==> config.mk <==
export PLATFORM = sky130hd
export DESIGN_NAME = dma_steal_throttle
export DESIGN_NICKNAME = d
export VERILOG_FILES = /design/src/rtl/dma_thr_pkg.sv /design/src/rtl/dma_thr_gap_timer.sv /design/src/rtl/dma_thr_unit_counter.sv /design/src/rtl/dma_thr_fsm.sv /design/src/rtl/dma_steal_throttle.sv
export SDC_FILE = /design/constraint.sdc
export NUM_CORES = 1
export LEC_CHECK = 0
export CORE_MARGIN = 2
export CORE_UTILIZATION = 52
export CTS_BUF_LIST = sky130_fd_sc_hd__clkbuf_4
export DETAILED_ROUTE_END_ITERATION = 6
export GPL_TIMING_DRIVEN = 1
export PLACE_DENSITY = 0.81
export SYNTH_ARGS = -nofsm -noshare
export SYNTH_HDL_FRONTEND = slang
export SYNTH_SLANG_ARGS = --single-unit
==> constraint.sdc <==
create_clock -name clk -period 3.01 [get_ports clk]
set_clock_uncertainty 0.1 [all_clocks]
set_input_delay 0.903 -clock clk [delete_from_list [all_inputs] [get_ports clk]]
set_output_delay 0.903 -clock clk [all_outputs]
set_load 0.02 [all_outputs]
==> src/rtl/dma_thr_pkg.sv <==
package dma_thr_pkg;

  typedef enum logic [1:0] {
    ST_IDLE = 2'd0,
    ST_REQ  = 2'd1,
    ST_XFER = 2'd2,
    ST_GAP  = 2'd3
  } thr_state_e;

  // Intermittent modes are the two codes with the upper bit set.
  function automatic logic is_intermittent(input logic [1:0] mode);
    return mode[1];
  endfunction

  // The lower bit picks the long gap inside the intermittent pair.
  function automatic logic is_long_gap(input logic [1:0] mode);
    return mode[1] & mode[0];
  endfunction

endpackage

==> src/rtl/dma_thr_gap_timer.sv <==
module dma_thr_gap_timer #(
  parameter int GAP_W = 7
) (
  input  logic             clk,
  input  logic             rst_n,
  input  logic             start,
  input  logic [GAP_W-1:0] start_val,
  output logic             expired
);

  logic [GAP_W-1:0] cnt_q;
  logic [GAP_W-1:0] cnt_d;
  logic             cnt_en;

  always_comb begin
    cnt_en = start || (cnt_q != '0);
    cnt_d  = start ? start_val : cnt_q - 1'b1;
  end

  always_ff @(posedge clk or negedge rst_n) begin
    if (!rst_n) begin
      cnt_q <= '0;
    end else if (cnt_en) begin
      cnt_q <= cnt_d;
    end
  end

  assign expired = (cnt_q == '0);

endmodule

==> src/rtl/dma_thr_unit_counter.sv <==
module dma_thr_unit_counter #(
  parameter int CNT_W = 16
) (
  input  logic             clk,
  input  logic             rst_n,
  input  logic             load_en,
  input  logic [CNT_W-1:0] load_count,
  input  logic             unit_end,
  output logic             units_left,
  output logic             done
);

  logic [CNT_W-1:0] rem_q;
  logic [CNT_W-1:0] rem_d;
  logic             rem_en;
  logic             done_q;
  logic             done_d;
  logic             done_en;

  always_comb begin
    rem_en  = load_en || (unit_end && (rem_q != '0));
    rem_d   = load_en ? load_count : rem_q - 1'b1;
    done_en = load_en || (unit_end && (rem_q == CNT_W'(1)));
    done_d  = !load_en;
  end

  always_ff @(posedge clk or negedge rst_n) begin
    if (!rst_n) begin
      rem_q <= '0;
    end else if (rem_en) begin
      rem_q <= rem_d;
    end
  end

  always_ff @(posedge clk or negedge rst_n) begin
    if (!rst_n) begin
      done_q <= 1'b0;
    end else if (done_en) begin
      done_q <= done_d;
    end
  end

  assign units_left = (rem_q != '0);
  assign done       = done_q;

endmodule

==> src/rtl/dma_thr_fsm.sv <==
module dma_thr_fsm
  import dma_thr_pkg::*;
#(
  parameter int SIZE_W = 3
) (
  input  logic              clk,
  input  logic              rst_n,
  input  logic              req_n,
  input  logic              postpone,
  input  logic              units_left,
  input  logic              intermittent,
  input  logic              bus_grant,
  input  logic              unit_done,
  input  logic              gap_expired,
  input  logic [SIZE_W-1:0] unit_size,
  output logic              gap_start,
  output logic              unit_end,
  output logic              bus_req,
  output logic              xfer_active,
  output logic [SIZE_W-1:0] active_size
);

  thr_state_e        state_q;
  thr_state_e        state_d;
  logic              go;
  logic              size_en;
  logic [SIZE_W-1:0] size_q;

  always_comb begin
    go      = !req_n && !postpone && units_left;
    state_d = state_q;
    case (state_q)
      ST_IDLE: if (go) state_d = ST_REQ;
      ST_REQ:  if (bus_grant) state_d = ST_XFER;
      ST_XFER: if (unit_done) state_d = intermittent ? ST_GAP : ST_IDLE;
      ST_GAP:  if (gap_expired) state_d = go ? ST_REQ : ST_IDLE;
      default: state_d = ST_IDLE;
    endcase
    unit_end  = (state_q == ST_XFER) && unit_done;
    gap_start = unit_end && intermittent;
    size_en   = (state_d == ST_REQ) && (state_q != ST_REQ);
  end

  always_ff @(posedge clk or negedge rst_n) begin
    if (!rst_n) begin
      state_q <= ST_IDLE;
    end else begin
      state_q <= state_d;
    end
  end

  always_ff @(posedge clk or negedge rst_n) begin
    if (!rst_n) begin
      size_q <= '0;
    end else if (size_en) begin
      size_q <= unit_size;
    end
  end

  assign bus_req     = (state_q == ST_REQ);
  assign xfer_active = (state_q == ST_XFER);
  assign active_size = size_q;

endmodule

==> src/rtl/dma_steal_throttle.sv <==
module dma_steal_throttle
  import dma_thr_pkg::*;
#(
  parameter int GAP_SHORT = 16,
  parameter int GAP_LONG  = 64,
  parameter int CNT_W     = 16,
  parameter int SIZE_W    = 3
) (
  input  logic              clk,
  input  logic              rst_n,
  input  logic              req_n,
  input  logic [1:0]        mode_sel,
  input  logic [SIZE_W-1:0] unit_size,
  input  logic              load_en,
  input  logic [CNT_W-1:0]  load_count,
  input  logic              bus_grant,
  input  logic              unit_done,
  input  logic              postpone,
  output logic              bus_req,
  output logic              xfer_active,
  output logic              xfer_done,
  output logic [SIZE_W-1:0] active_size
);

  localparam int GAP_W = $clog2(GAP_LONG + 1);
  localparam logic [GAP_W-1:0] SHORT_LOAD = GAP_W'(GAP_SHORT - 1);
  localparam logic [GAP_W-1:0] LONG_LOAD  = GAP_W'(GAP_LONG - 1);

  logic             intermittent;
  logic [GAP_W-1:0] gap_load;
  logic             gap_start;
  logic             gap_expired;
  logic             unit_end;
  logic             units_left;

  always_comb begin
    intermittent = is_intermittent(mode_sel);
    gap_load     = is_long_gap(mode_sel) ? LONG_LOAD : SHORT_LOAD;
  end

  dma_thr_gap_timer #(.GAP_W(GAP_W)) u_gap (
    .clk       (clk),
    .rst_n     (rst_n),
    .start     (gap_start),
    .start_val (gap_load),
    .expired   (gap_expired)
  );

  dma_thr_unit_counter #(.CNT_W(CNT_W)) u_units (
    .clk        (clk),
    .rst_n      (rst_n),
    .load_en    (load_en),
    .load_count (load_count),
    .unit_end   (unit_end),
    .units_left (units_left),
    .done       (xfer_done)
  );

  dma_thr_fsm #(.SIZE_W(SIZE_W)) u_fsm (
    .clk          (clk),
    .rst_n        (rst_n),
    .req_n        (req_n),
    .postpone     (postpone),
    .units_left   (units_left),
    .intermittent (intermittent),
    .bus_grant    (bus_grant),
    .unit_done    (unit_done),
    .gap_expired  (gap_expired),
    .unit_size    (unit_size),
    .gap_start    (gap_start),
    .unit_end     (unit_end),
    .bus_req      (bus_req),
    .xfer_active  (xfer_active),
    .active_size  (active_size)
  );

endmodule

# Yosys cells after proc, flatten, opt, wreduce, memory -nomap -nowiden
# Cells that the tools add are included.
# word_totals
out_inout_bits	6
wordCells	41
reg_bits	29
input_bits	28
# op_classes
reduce_logical	17
addsub	2
n_eq_ne	6
muxes	10
bitwise_logic	1
# op_table
op	count
$eq A16 B1 Y1 const B	1
$mux W16	1
$reduce_bool A16 Y1	1
$sub A16 B1 Y16 const B	1
$mux W2	5
$pmux W2 S4	1
$logic_and A1 B1 Y1	7
$logic_not A7 Y1	1
$mux W7	1
$reduce_bool A7 Y1	1
$sub A7 B1 Y7 const B	1
$mux W6	1
$eq A2 B1 Y1 const B	2
$eq A2 B2 Y1 const B	2
$logic_not A1 Y1	3
$logic_or A1 B1 Y1	3
$logic_not A2 Y1	1
$ne A2 B1 Y1 const B	1
$and A1 B1 Y1	1
$mux W1	1

# Logic depth before layout (Yosys ltp)
# Gate-level depths: netlist of run 1.
# depth
ltp_word	8
depth_mapped	7
depth_no_buf	7

# Cells and area by module
# Synthesis of run 1 repeated with hierarchy kept, for this count alone.
# hier_totals
cells_unflattened	197
hier_area_um2	1815.5
# by_module_without_submodules
mod	area_each_um2	seq_area_each_um2	cells_each	n_inst
dma_thr_unit_counter	1086.0	425.4	128	1
dma_thr_gap_timer	434.2	175.2	43	1
dma_thr_fsm	281.5	125.1	23	1
dma_steal_throttle	13.8	0.0	3	1

# Least setup slack after synthesis of run 1
# OpenSTA, ideal clock, no wires.
# synth_path
path_kind	register -> register
startpoint	reg u_gap.cnt_q[0]
endpoint	reg u_fsm.size_q[0], in the netlist u_fsm.active_size[0]
t_arrival_ns	2.138
slack_ns	0.645
required_ns	2.782
period_less_slack_ns	2.365
n_path_buf	0
setup_ns	0.128
stages_incl_launch_ff	8
path_cell_list	dfrtp_1 -> inv_1 -> ha_1 -> or3b_4 -> nor4_4 -> nand2_2 -> a221oi_2 -> mux2_1
# synth_via
elab_chain_len	5
# synth_lines
element	line_no	text
start: declaration	dma_thr_gap_timer.sv:11	logic [GAP_W-1:0] cnt_q;
start signal: assignment	dma_thr_gap_timer.sv:24	cnt_q <= cnt_d;
$logic_not A7 Y1	dma_thr_gap_timer.sv:28	assign expired = (cnt_q == '0);
$mux W2	dma_thr_fsm.sv:36	ST_GAP: if (gap_expired) state_d = go ? ST_REQ : ST_IDLE;
$pmux W2 S4	dma_thr_fsm.sv:32	case (state_q)
$eq A2 B1 Y1	dma_thr_fsm.sv:41	size_en = (state_d == ST_REQ) && (state_q != ST_REQ);
$logic_and A1 B1 Y1	dma_thr_fsm.sv:41	
end signal: assignment	dma_thr_fsm.sv:56	size_q <= unit_size;
end: declaration	dma_thr_fsm.sv:27	logic [SIZE_W-1:0] size_q;
# No other way between the ends.
# A chain may end at the register's enable or synchronous reset.

# Worst setup path in the final report of run 1
# layout_path
startpoint	reg u_fsm.state_q[0]
endpoint	out xfer_active
# layout_via
elab_chain_len	1
# layout_lines
element	line_no	text
start: declaration	dma_thr_fsm.sv:23	thr_state_e state_q;
start signal: assignment	dma_thr_fsm.sv:48	state_q <= state_d;
$eq A2 B2 Y1	dma_thr_fsm.sv:61	assign xfer_active = (state_q == ST_XFER);
end: declaration	dma_steal_throttle.sv:20	output logic xfer_active,
# No other way between the ends.

==> metrics, run 1 <==
status=completed; multi-input logic area=822.0 sq um; max_cap viols=0; register area=725.7 sq um; Clock Tree Buf Depth=2; Total Wirelength=3478 microns; FMAX=365.9 MHz; TritonCTS clock tree=yes; Worst Setup SP=u_fsm.state_q[0]$_DFF_PN0_; setup slack at placement=0.2694 ns; Layout area overhead=29.38%; vias=1411; placed cell area=0.002006 sq mm; Slew @ Worst Pin=0.5385 ns; count of buffers from port buffering=33; DRT antenna net count=0; gpl congestion=0.8555; Yosys top cell area share=0.4556; cell count after synthesis=171; Hold Vio Cnt, Final=0; n_diodes=0; DRC=0; Worst Path Max Fanout=8; RSZ-0062 raised after global routing=no; mapped cell area=0.001593 sq mm; Overflow after GRT=0; ranking of synthesized cells by area=dfrtp_1, xor2_1, nand2_1; dpl hpwl=2702 microns; drt pass-1 iters=4; Yosys warning count=0; Worst EP arrival=1.73 ns; synthesized area per cell=9.314 sq um; switching power total=0.0005040 W; row count=20; CP endpoint kind=output port; post-route minimum period=2.733 ns; initial core utilization=0.5349; Clk pwr share=0.175; worst reg2reg setup slack=0.66 ns; Critical R2R Capture=u_fsm.active_size[1]$_DFFE_PN0P_; Synth async-reset ratio=1.000; Int Pwr=0.0008388 W; Top FF cell, synth=dfrtp_1; worst path required time=2.01 ns; WL/cell=14.02 microns; type of the tightest min-delay check=flop to flop; maximum vdd drop=0.0003659 V; commonest non-fill, non-tap cell in the layout=clkdlybuf4s50_1; R2R cell count=7; Sequential Power Share=0.454; CTS sink cnt=29; Final period util=0.9080; min setup slack post-route=0.2771 ns; power density over the cells=651.6 mW/mm^2; Synth cell types=36; H-tree levels=2; Post-CTS Setup Bufs=0; Clock Latency Late Sink=0.34 ns; Net Sw Frac=0.3753; area leader, netlist=dfrtp_1; Crit Path Category=flop to output port; number of buffers created by CTS=5; commonest cells after routing, fill and taps aside=clkdlybuf4s50_1, nand2_1, dfrtp_1, o21ai_0, xor2_1; Boundary Pins=34; Fill cells=247; Die Width=59.35 microns; Vias/cell=5.690; Slew Viols, Final=0; register bit total from synthesis=29; Worst setup endpoint=xfer_active; LEAKAGE=0.8288 nW; layout cells sized above 1=0.1023; Post-synth EDFFs=0; number of global-route vias before repair=1477; logic gate share of total power=0.371; Setup-failing EPs final=0; clk slew on worst S/H paths=0.10 ns; Die ar.=0.003522 sq mm; number of antenna violations at the first check in global routing=0; first-pass GRT wire length=6299 microns; CTS resizes=0; Tot GR Track Use=0.2419; finished layout cell area=0.002061 sq mm; origin of the critical flop-to-flop path=u_gap.cnt_q[0]$_DFFE_PN0P_; Die Height=59.35 microns; setup_tns=0 ns; Synthesized Nets=202; # hold bufs at CTS=0; largest net degree at the start of global routing=30; core area=0.002978 sq mm; CTS root buffer=clkbuf_4; First DRT Iteration DRCs=57; Nets=245; nature of the critical path startpoint=flop; slew margin rel.=0.6399; sequential share of the synthesized area=0.4556
[critical path, stage by stage (launching register included)]
cell	delay (ns)
dfrtp_1	0.46
and2b_1	0.30
clkdlybuf4s50_1	0.63
[power by group through the flow]
stage | registers [W] | logic, W | clock network (W)
floorplan | 0.000616 | 0.000296 | 0
global placement | 0.000604 | 0.000478 | 0
detailed placement | 0.000616 | 0.000503 | 0
CTS | 0.000608 | 0.000505 | 0.000240
global route | 0.000628 | 0.000560 | 0.000261
finish | 0.000610 | 0.000498 | 0.000235
[metrics by stage]
step	utilization	total power (W)	hold WS, ns	instances
floorplan	-	0.0009115	0.3911	171
global placement	0.6735	0.001082	0.3709	240
detailed placement	0.6735	0.001119	0.3767	240
CTS	0.6920	0.001353	0.3989	248
global route	0.6920	0.001448	0.4147	248
finish	0.6920	0.001343	0.3956	248
[cell families (layout without fill, tap and decap cells)]
family,Yosys count,in the layout,synth area share
simple gates,79,79,0.2671
flops,29,29,0.4556
compound gates,28,28,0.1108
xor+xnor,17,17,0.09348
buf+inv,12,56,0.02828
fa+ha+maj,3,3,0.02357
mux,3,3,0.02121
[synth_stat cells (all sizes together) (2+ instances only)]
cell and number:
nand2 31, dfrtp 29, o21ai 16, xor2 13
nor2 8, nor4 8, inv 7, nand3 7
nor3 6, clkbuf 4, nand4 4, xnor2 4
a21oi 3, ha 3, mux2 3, nand3b 3
or4 3, a221oi 2, nor3b 2, o211ai 2
o31ai 2
[cell type report]
| type | instances | area share |
|---|---|---|
| clock buffer | 5 | 0.01821 |
| clock inverter | 3 | 0.008500 |
| inverter | 7 | 0.01275 |
| multi-input combinational | 130 | 0.3989 |
| sequential | 29 | 0.3522 |
| tap | 33 | 0.02004 |
| timing repair buffer | 41 | 0.1894 |
[state kept, by name, indices dropped and copies added, names as in the netlist]
register and cells:
u_fsm.active_size 3, u_fsm.state_q 2, u_gap.cnt_q 7, u_units.done 1, u_units.rem_q 16
[worst min path at each step]
| stage | start | end | slack (ns) | cells after the start |
|---|---|---|---|---|
| floorplan | u_gap.cnt_q[2]$_DFFE_PN0P_ | u_gap.cnt_q[2]$_DFFE_PN0P_ | 0.39 | 1 |
| CTS | u_fsm.active_size[0]$_DFFE_PN0P_ | u_fsm.active_size[0]$_DFFE_PN0P_ | 0.40 | 1 |
| global route | u_fsm.active_size[0]$_DFFE_PN0P_ | u_fsm.active_size[0]$_DFFE_PN0P_ | 0.41 | 1 |
| global placement | u_fsm.active_size[1]$_DFFE_PN0P_ | u_fsm.active_size[1]$_DFFE_PN0P_ | 0.37 | 1 |
| detailed placement | u_fsm.active_size[0]$_DFFE_PN0P_ | u_fsm.active_size[0]$_DFFE_PN0P_ | 0.38 | 1 |
| finish | u_fsm.active_size[0]$_DFFE_PN0P_ | u_fsm.active_size[0]$_DFFE_PN0P_ | 0.40 | 1 |
[per-layer routing]
layer / track usage / wire length, microns / vias to the layer above
met2: 0.4176 / 1776 / 30
met4: 0.09091 / 80 / 0
met1: 0.2805 / 1471 / 678
li1: - / - / 694
met3: 0.07205 / 150 / 9
met5: 0 / 0 / -
Note: power is estimated with default switching activity, not from simulation.
==> run 2: changes to the inputs <==
Settings changed: ABC_AREA from default to 1, CORE_UTILIZATION 52 to 54, PLACE_DENSITY 0.81 to 0.82.
==> run 2 against run 1 <==
Non-clock buffer count fell by 6. Clock power shrank 8%. Synthesized area rose by 18%. Synthesized cell count grew 63%. Total power increased by 22%. Die area grew 13%. Register-to-register slack improved by 0.31 ns. Sequential cell count unchanged. Setup slack improved by 0.11 ns. Sequential power increased by 5.7%. Global-route usage fell by 1.5 points. Critical endpoint is now bus_req. Largest power group is now combinational cells. Highest routed layer unchanged.
==> metrics, run 2 <==
TritonCTS clock tree=yes; gpl congestion=0.8584; count of buffers from port buffering=33; WL met1=1860 microns; Post-synth EDFFs=0; vias=1786; Die ar.=0.003973 sq mm; CTS resizes=0; RSZ-0062 raised after global routing=no; synthesized area per cell=6.769 sq um; DRC=0; Layout area overhead=22.14%; Post-CTS Setup Bufs=0; largest net degree at the start of global routing=30; Worst setup endpoint=bus_req; mapped cell area=0.001882 sq mm; slew margin rel.=0.7001; Boundary Pins=34; WL met3=216 microns; Slew Viols, Final=0; clk slew on worst S/H paths=0.08 ns; register bit total from synthesis=29; Crit Path Category=flop to output port; worst path required time=2.01 ns; drt pass-1 iters=4; Die Width=63.03 microns; post-route minimum period=2.621 ns; Yosys top cell area share=0.3856; Largest register FFs=16; met2 WL post-DR=1903 microns; Slew @ Worst Pin=0.4482 ns; Yosys warning count=0; Top FF cell, synth=dfrtp_1; Final period util=0.8708; WL/cell=11.16 microns; area leader, netlist=dfrtp_1; Worst Path Max Fanout=6; Tot GR Track Use=0.2266; cell count after synthesis=278; Setup-failing EPs final=0; Clock Latency Late Sink=0.33 ns; maximum vdd drop=0.0004591 V; CTS root buffer=clkbuf_4; number of buffers created by CTS=5; CTS sink cnt=29; Clock Tree Buf Depth=2; n_diodes=0; R2R cell count=10; layout cells sized above 1=0.09177; Synth async-reset ratio=1.000; H-tree levels=2; Worst Hold Slack=0.3813 ns; FMAX=381.5 MHz; Vias/cell=4.934; max_cap viols=0; LEAKAGE=1.159 nW; max layer used=met4; sequential share of the synthesized area=0.3856; most frequent cell after synthesis=nand2_1; ranking of synthesized cells by area=dfrtp_1, nand2_1, nand3_1; Nets=346; number of global-route vias before repair=1668; most frequent cells after synthesis=nand2_1, nor2_1, dfrtp_1, nand3_1, inv_1; initial core utilization=0.5639; Overflow after GRT=0; nature of the critical path startpoint=flop; total power=0.001640 W; Biggest register=u_units.rem_q; Synth cell types=26; Synthesized Nets=309; first-pass GRT wire length=7134 microns; core area=0.003337 sq mm; commonest cells after routing, fill and taps aside=nand2_1, clkdlybuf4s50_1, nor2_1, nand3_1, dfrtp_1; Worst Setup SP=u_fsm.state_q[1]$_DFF_PN0_; commonest non-fill, non-tap cell in the layout=nand2_1; CP endpoint kind=output port; number of antenna violations at the first check in global routing=0; Worst EP arrival=1.62 ns; Die Height=63.03 microns; type of the tightest min-delay check=flop to flop; power density over the cells=713.6 mW/mm^2; setup_tns=0 ns; # hold bufs at CTS=0; Fill cells=314; status=completed; origin of the critical flop-to-flop path=u_units.rem_q[0]$_DFFE_PN0P_; Hold Vio Cnt, Final=0; row count=21; Critical R2R Capture=u_units.rem_q[3]$_DFFE_PN0P_; DRT antenna net count=0; Total Wirelength=4039 microns; First DRT Iteration DRCs=84; dpl hpwl=2984 microns; worst reg2reg setup slack=0.97 ns
[run 2: changes by cell type after synthesis, sizes merged, moves of 4 or more]
cell   change
nor2      +29
or2        +4
o21ai      -5
nand2     +73
xnor2      -4
inv       +26
xor2       -8
nor4       -8
nand3     +23
[run 2: layout make-up]
class,instances,area (sq um),share of cell area
Multi-Input combinational cell,211,996.0,0.4333
Sequential cell,29,725.7,0.3157
Tap cell,46,57.56,0.02504
Timing Repair Buffer,35,345.3,0.1502
Inverter,33,123.9,0.05389
Clock buffer,5,37.54,0.01633
Clock inverter,3,12.51,0.005444
[run 2: critical path, stage by stage (launching register included)]
cell,delay [ns]
dfrtp_1,0.44
nor2_1,0.21
clkdlybuf4s50_1,0.64
[run 2: kinds of logic after synthesis]
logic type                 count (synthesis)  share of synthesized area
xor gates and xnor gates                   5                    0.02327
adders and majority gates                  3                    0.01995
DFF                                       29                     0.3856
buffers and inverters                     38                    0.08510
and+or+nand+nor                          184                     0.4322
AOI/OAI and AO/OA                         19                    0.05386
[run 2: per-layer routing]
metal | global-route usage | vias to the layer above
li1 | - | 944
met1 | 0.2979 | 792
met2 | 0.3644 | 45
met3 | 0.05405 | 5
met4 | 0.08056 | 0
met5 | 0 | -
[run 2: how the worst min path moves through the flow]
stage	slack, ns	end	depth (start not counted)	start
detailed placement	0.37	u_fsm.active_size[1]$_DFFE_PN0P_	2	u_fsm.active_size[1]$_DFFE_PN0P_
global route	0.41	u_fsm.active_size[1]$_DFFE_PN0P_	2	u_fsm.active_size[1]$_DFFE_PN0P_
global placement	0.36	u_fsm.active_size[1]$_DFFE_PN0P_	2	u_fsm.active_size[1]$_DFFE_PN0P_
floorplan	0.37	u_gap.cnt_q[1]$_DFFE_PN0P_	2	u_gap.cnt_q[1]$_DFFE_PN0P_
CTS	0.39	u_fsm.active_size[1]$_DFFE_PN0P_	2	u_fsm.active_size[1]$_DFFE_PN0P_
finish	0.38	u_fsm.active_size[1]$_DFFE_PN0P_	2	u_fsm.active_size[1]$_DFFE_PN0P_
[run 2: report_power, final]
part	switching, W	total (W)	internal, W
Sequential	0.000120	0.000645	0.000526
Clock	0.000132	0.000217	0.0000842
Combinational	0.000470	0.000778	0.000308
[run 2: metrics by stage]
step           std cells    util  worst slack, ns  cell area [sq um]
2_1_floorplan        278       -            1.179               1882
3_3_place_gp         354  0.6738           0.5428               2248
3_5_place_dp         354  0.6738           0.4977               2248
4_1_cts              362  0.6888           0.3729               2298
5_1_grt              362  0.6888           0.2960               2298
6_report             362  0.6888           0.3888               2298
